File: src/rtl/irq_gate_pkg.sv
package irq_gate_pkg;

  typedef enum logic [1:0] {
    CAUSE_NONE = 2'b00,
    CAUSE_EXC  = 2'b01,
    CAUSE_NMI  = 2'b10,
    CAUSE_MASK = 2'b11
  } cause_e;

  // Fixed priority: exception over non-maskable over maskable.
  function automatic cause_e pick_cause(input logic exc_ok,
                                        input logic nmi_ok,
                                        input logic mask_ok);
    cause_e c;
    c = CAUSE_NONE;
    if (mask_ok) c = CAUSE_MASK;
    if (nmi_ok)  c = CAUSE_NMI;
    if (exc_ok)  c = CAUSE_EXC;
    return c;
  endfunction

  // A maskable request is eligible only with the flag set and no shadow.
  function automatic logic mask_eligible(input logic req,
                                         input logic enable,
                                         input logic shadowed);
    return req & enable & ~shadowed;
  endfunction

endpackage

File: src/rtl/irq_nmi_catch.sv
module irq_nmi_catch (
  input  logic clk,
  input  logic rst_n,
  input  logic nmi_req,
  input  logic nmi_taken,
  output logic nmi_rise,
  output logic nmi_pending,
  output logic nmi_pend_q
);
  logic nmi_prev_q;

  assign nmi_rise    = nmi_req & ~nmi_prev_q;
  assign nmi_pending = nmi_pend_q | nmi_rise;

  always_ff @(posedge clk or negedge rst_n) begin
    if (!rst_n) begin
      nmi_prev_q <= 1'b0;
      nmi_pend_q <= 1'b0;
    end else begin
      nmi_prev_q <= nmi_req;
      nmi_pend_q <= nmi_pending & ~nmi_taken;
    end
  end
endmodule

File: src/rtl/irq_shadow_ctr.sv
module irq_shadow_ctr #(
  parameter int SHADOW_LEN = 1
) (
  input  logic clk,
  input  logic rst_n,
  input  logic sti_retire,
  input  logic boundary,
  output logic shadow_active
);
  localparam int CW = $clog2(SHADOW_LEN + 1);

  logic [CW-1:0] cnt_q;
  logic [CW-1:0] cnt_d;

  assign shadow_active = sti_retire | (cnt_q != '0);

  always_comb begin
    cnt_d = cnt_q;
    if (sti_retire) begin
      cnt_d = boundary ? CW'(SHADOW_LEN - 1) : CW'(SHADOW_LEN);
    end else if (boundary && cnt_q != '0) begin
      cnt_d = cnt_q - 1'b1;
    end
  end

  always_ff @(posedge clk or negedge rst_n) begin
    if (!rst_n) cnt_q <= '0;
    else        cnt_q <= cnt_d;
  end
endmodule

File: src/rtl/irq_cause_pick.sv
module irq_cause_pick
  import irq_gate_pkg::*;
(
  input  logic   boundary,
  input  logic   exc_req,
  input  logic   nmi_pending,
  input  logic   intr_req,
  input  logic   if_flag,
  input  logic   shadow_active,
  output logic   mask_ok,
  output logic   any_take,
  output cause_e cause
);
  logic raw_mask;

  assign raw_mask = mask_eligible(intr_req, if_flag, shadow_active);
  assign mask_ok  = boundary & raw_mask;
  assign any_take = boundary & (exc_req | nmi_pending | raw_mask);

  always_comb begin
    cause = CAUSE_NONE;
    if (boundary) cause = pick_cause(exc_req, nmi_pending, raw_mask);
  end
endmodule

File: src/rtl/irq_gate.sv
module irq_gate
  import irq_gate_pkg::*;
#(
  parameter int SHADOW_LEN = 1
) (
  input  logic       clk,
  input  logic       rst_n,
  input  logic       if_flag,
  input  logic       sti_retire,
  input  logic       boundary,
  input  logic       intr_req,
  input  logic       nmi_req,
  input  logic       exc_req,
  output logic       take,
  output logic [1:0] take_cause
);
  logic   nmi_rise;
  logic   nmi_pending;
  logic   nmi_pend_q;
  logic   nmi_taken;
  logic   shadow_active;
  logic   mask_ok;
  logic   any_take;
  cause_e cause;

  irq_nmi_catch u_nmi (
    .clk         (clk),
    .rst_n       (rst_n),
    .nmi_req     (nmi_req),
    .nmi_taken   (nmi_taken),
    .nmi_rise    (nmi_rise),
    .nmi_pending (nmi_pending),
    .nmi_pend_q  (nmi_pend_q)
  );

  irq_shadow_ctr #(.SHADOW_LEN(SHADOW_LEN)) u_shadow (
    .clk           (clk),
    .rst_n         (rst_n),
    .sti_retire    (sti_retire),
    .boundary      (boundary),
    .shadow_active (shadow_active)
  );

  irq_cause_pick u_pick (
    .boundary      (boundary),
    .exc_req       (exc_req),
    .nmi_pending   (nmi_pending),
    .intr_req      (intr_req),
    .if_flag       (if_flag),
    .shadow_active (shadow_active),
    .mask_ok       (mask_ok),
    .any_take      (any_take),
    .cause         (cause)
  );

  assign nmi_taken  = (cause == CAUSE_NMI);
  assign take       = any_take;
  assign take_cause = cause;
endmodule

File: config.mk
export PLATFORM = sky130hd
export DESIGN_NAME = irq_gate
export DESIGN_NICKNAME = d
export VERILOG_FILES = /design/src/rtl/irq_gate_pkg.sv /design/src/rtl/irq_nmi_catch.sv /design/src/rtl/irq_shadow_ctr.sv /design/src/rtl/irq_cause_pick.sv /design/src/rtl/irq_gate.sv
export SDC_FILE = /design/constraint.sdc
export NUM_CORES = 1
export LEC_CHECK = 0
export BUFFER_PORTS_ARGS = -buffer_cell sky130_fd_sc_hd__buf_2
export CAP_MARGIN = 10
export CORE_AREA = 3 3 40 42
export CTS_BUF_LIST = sky130_fd_sc_hd__clkbuf_4
export CTS_CLUSTER_DIAMETER = 150
export DETAILED_ROUTE_END_ITERATION = 8
export DIE_AREA = 0 0 43 45
export GPL_TIMING_DRIVEN = 0
export HOLD_SLACK_MARGIN = 0.02
export PLACE_DENSITY_LB_ADDON = 0.12
export SLEW_MARGIN = 10
export SYNTH_ARGS = -nofsm -noshare
export SYNTH_HDL_FRONTEND = slang
export SYNTH_SLANG_ARGS = --single-unit
File: constraint.sdc
create_clock -name clk -period 1.15 [get_ports clk]
set_input_delay 0.1725 -clock clk [delete_from_list [all_inputs] [get_ports clk]]
set_output_delay 0.1725 -clock clk [all_outputs]
set_load 0.02 [all_outputs]
* Word level (Yosys, flattened, before mapping) *
Cells that the tools add are included.
W data, S select, Z words.

word-level totals
  register bits = 3
  latch bits = 0
  bits in writable memories = 0
  bits in read-only memories = 0
  output and inout port bits = 3
  word-level logic and storage cells = 26
  memories = 0

cells by class
  $add $sub $neg = 1
  $mul = 0
  div/mod/pow operators = 0
  magnitude comparators = 0
  eq/ne operators = 1
  shift-type cells = 0
  mux-type cells = 7
  bitwise operators = 12
  reduce and logical (&&, ||, !) cells = 2

operators with widths
  operator               count
  $mux W2                4
  $and A1 B1 Y1          5
  $or A1 B1 Y1           4
  $mux W1                3
  $not A1 Y1             3
  $eq A2 B2 Y1 const B   1
  $reduce_bool A2 Y1     1
  $logic_and A1 B1 Y1    1
  $sub A1 B1 Y1 const B  1

* Depth between registers and ports, before layout *
  depth after elaboration = 10
  depth in mapped cells = 2
  depth with buffers taken out = 2

* Hierarchy *
From an unflattened synthesis, not the netlist that was laid out.

unflattened totals
  cell total of the unflattened synthesis = 18
  area, all modules = 193.9 um^2

by module, submodules not included
  module          instances  cells each  area each (um^2)  sequential area each (um^2)
  irq_nmi_catch   1          7           83.8              50.0
  irq_cause_pick  1          7           55.1              0.0
  irq_shadow_ctr  1          3           41.3              25.0
  irq_gate        1          1           13.8              0.0

* Worst setup path after synthesis *
Ideal clock, no wire load.

  kind = register to output
  start point = register u_shadow.cnt_q
  end point = output take_cause[0]
  arrival time = 1.012 ns
  path slack = -0.034 ns
  cell stages (with the launch flop) = 3
  buffers on the path = 0
  cell sequence = dfrtp_1 -> nor4bb_4 -> a32o_1

between the ends
  word-level cells in the longest chain between the ends = 7

ends and longest elaborated chain
  what                    RTL line              RTL
  start, declared         irq_shadow_ctr.sv:12  logic [CW-1:0] cnt_q;
  start signal, assigned  irq_shadow_ctr.sv:28  else cnt_q <= cnt_d;
  $or A1 B1 Y1            irq_shadow_ctr.sv:15  assign shadow_active = sti_retire | (cnt_q != '0);
  $not A1 Y1              irq_gate_pkg.sv:26    return req & enable & ~shadowed;
  $and A1 B1 Y1           irq_gate_pkg.sv:26
  $mux W2                 irq_gate_pkg.sv:16    if (mask_ok) c = CAUSE_MASK;
  $mux W2                 irq_gate_pkg.sv:17    if (nmi_ok) c = CAUSE_NMI;
  $mux W2                 irq_gate_pkg.sv:18    if (exc_ok) c = CAUSE_EXC;
  $mux W2                 irq_cause_pick.sv:22  if (boundary) cause = pick_cause(exc_req, nmi_pending, raw_mask);
  end, declared           irq_gate.sv:15        output logic [1:0] take_cause

No other way between the ends.

* Worst setup path in the final report *
Ends and elaborated chain as after synthesis.

==> flow_metrics.tcl <==
set metrics [dict create \
    max_slew_margin_pct 82.1 \
    cts_sinks 3 \
    avgRoutedWirePerCell_um 9.45 \
    setup_viol 3 \
    synth_most_common_cell "dfrtp_1" \
    fin_cells 44 \
    dieWidth_um 43 \
    antenna_found_initial 0 \
    status "finished with violations" \
    fmax_ghz 0.683 \
    path_class "reg2out" \
    io_pins 11 \
    worstHoldEndpoint "u_nmi.nmi_prev_q" \
    ys_ff_latch 3 \
    grt_max_degree 7 \
    end_kind "primary output" \
    synth_area_leaders "dfrtp_1 44%, nor4bb_4 15%, nor2b_1 7.4%, o41a_1 6.6%, a32o_1 5.9%" \
    area.sequential_um2 75.1 \
    start_util_pct 13.2 \
    place_inst 39 \
    cellLeakagePower_nw 0.148 \
    yosysUniqueCellTypes 10 \
    hold_viol_final 0 \
    syn_to_final_growth_pct 73.5 \
    rsz0062_at_grt "yes" \
    diodes 0 \
    syn-cell-area_um2 170 \
    worst-r2r-setup-slack_ns 0.31 \
    cts_setup_buffers 0 \
    fp.dieH_um 45 \
    cp.arrival_ns 1.29 \
    drive_gt1_share_pct 55.2 \
    async_flop_share_pct 100 \
    drt_iter0_drc 0 \
    synth_top_family_by_area "simple AND/OR/NAND/NOR gates" \
    synthMuxAreaShare_pct 0 \
    synth_top_area_share_pct 44.1 \
    cp_max_fo 3 \
    clk_pin_slew_worst_paths_ns 0.04 \
    grt-ovfl-total 0 \
    ant_nets 0 \
    hold_class "in2reg" \
    finClkSkew_ns 0.000000264 \
    synth_ff_type "dfrtp_1" \
    period_share_pct 127 \
    p_total_mw 0.400 \
    synthCells 14 \
    worst_slew_pin_slew_ns 0.268 \
    dpl_cell_area_um2 240 \
    worstHoldPathCells 1 \
    wl_um 416 \
    setup_slack_ns -0.315 \
    synth_edf_count 0 \
    fillCellCount 153 \
    grt.total_usage_pct 5.75 \
    r2r-start "u_nmi.nmi_prev_q" \
    period_needed_ns 1.46 \
    synthTopCellsByCount "3 x dfrtp_1, 2 x nor2_1, 2 x nor2b_1" \
    tritoncts "yes" \
    root_buffer "clkbuf_4" \
    fp-row-count 13 \
    coreArea_mm2 0.00128 \
    power_density_mw_per_mm2 1350 \
    syn_nets 22 \
    grt_pass1_wl_um 765 \
    multiInputGateArea_um2 92.6 \
    drc 0 \
    dpl.hpwl_um 347 \
    drv_cap 0 \
    worst_ep_required_time_ns 0.98 \
    finalNetCount 38 \
    cts-buffers-inserted 3 \
    synth_top_cell_by_area "dfrtp_1" \
    startpoint_type "register" \
    dieArea_mm2 0.00194 \
    first_global_vias 200 \
    yosysWarnings 0 \
    worstRegToRegCells 2 \
    syn_avg_cell_area_um2 12.2 \
    clk_path_buf_depth 2 \
    synth_fa_ha_area_share_pct 0 \
    hp-start "nmi_req" \
    violations "setup timing" \
    drv_slew 0 \
    synth-xor-area-share_pct 0 \
    vias_per_cell 3.68 \
    htreeDepth 1 \
    ys_seq_area_share_pct 44.1 \
    synthSimpleGateAreaFrac_pct 30.1 \
    reg2reg_to "u_nmi.nmi_pend_q" \
    drtPass1Iterations 1 \
    synth_compound_area_share_pct 23.5 \
    port_buffers 10 \
    clk_latency_ns 0.23 \
    final_area_um2 295 \
    dr_total_vias 162 \
    peakVddDrop_v 0.000381 \
    place.gp.congestion 0.637 \
]
-- final cells by class --
type,count,area share (%)
multi-input cells,10,31.4
flip-flops and latches,3,25.4
inverters,1,1.27
repair buffers,11,25.4
clock buffers,4,10.2
well taps,15,6.36
-- logic make-up (layout without fill, tap and decap cells) --
group                  Yosys count  count (layout)
flip-flops                       3               3
AO/OA/AOI/OAI                    4               4
AND/OR/NAND/NOR                  6               6
buffers and inverters            1              16
-- layer usage --
metal	wire length, um	vias up	share of wire, %	global-route usage, %
li1	-	83	-	-
met2	183	8	44	7.19
met4	0	0	0	7.23
met1	189	71	45	6.78
met3	43	0	10	1.99
met5	0	-	0	0
-- flip-flops by register name, indices dropped and copies added (netlist names) --
signal and flops:
u_shadow.cnt_q 1, u_nmi.nmi_pend_q 1, u_nmi.nmi_prev_q 1
-- placed cells by master, fill, tap and decap left out, drive strengths merged --
cell / n
o311a: 1
nor2b: 2
nor2: 2
dfrtp: 3
nor4bb: 1
inv: 1
o41a: 1
clkbuf: 4
dlygate4sd3: 1
a2bb2oi: 1
a32o: 1
nand2b: 1
buf: 10
-- worst max-delay path, stage by stage, from the launching register on --
cell and delay, ns:
dfrtp_1 0.40, nor4bb_4 0.32, a32o_2 0.23, buf_6 0.11
-- power breakdown --
part | switching (mW) | internal [mW] | leakage, nW | total, mW
sequential | 0.00779 | 0.114 | 0.0362 | 0.122
combinational | 0.0321 | 0.0413 | 0.0937 | 0.0734
clock | 0.0507 | 0.153 | 0.0184 | 0.204
total | 0.0906 | 0.309 | 0.148 | 0.400
-- stage by stage --
stage | hold WS, ns | setup WS (ns) | util [%] | setup TNS [ns]
final | 0.0820 | -0.315 | 23.0 | -0.926
after global routing | 0.0850 | -0.393 | 23.0 | -1.16
after CTS | 0.0736 | -0.338 | 22.7 | -0.983
after detailed placement | -0.0288 | -0.106 | 18.7 | -0.276
after global placement | -0.0294 | -0.0955 | 18.7 | -0.234
after floorplan | -0.123 | 0.0116 | - | 0
-- worst max path at each step --
| stage | to | slack, ns | start | cells after the start |
|---|---|---|---|---|
| 2_1_floorplan | take | 0.01 | u_shadow.cnt_q | 2 |
| 3_3_place_gp | take_cause[0] | -0.1 | u_shadow.cnt_q | 3 |
| 3_5_place_dp | take_cause[0] | -0.11 | u_shadow.cnt_q | 3 |
| 4_1_cts | take_cause[0] | -0.34 | u_shadow.cnt_q | 3 |
| 5_1_grt | take | -0.39 | u_shadow.cnt_q | 3 |
| 6_report | take_cause[0] | -0.31 | u_shadow.cnt_q | 3 |
-- timing repair --
item	CTS	global route
hold buffers	1	0
endpoints found under the hold margin	3	0
setup endpoints to repair	3	3
pin swaps	0	1
gates resized for setup	4	1
Power figures use the tool's default switching activity.
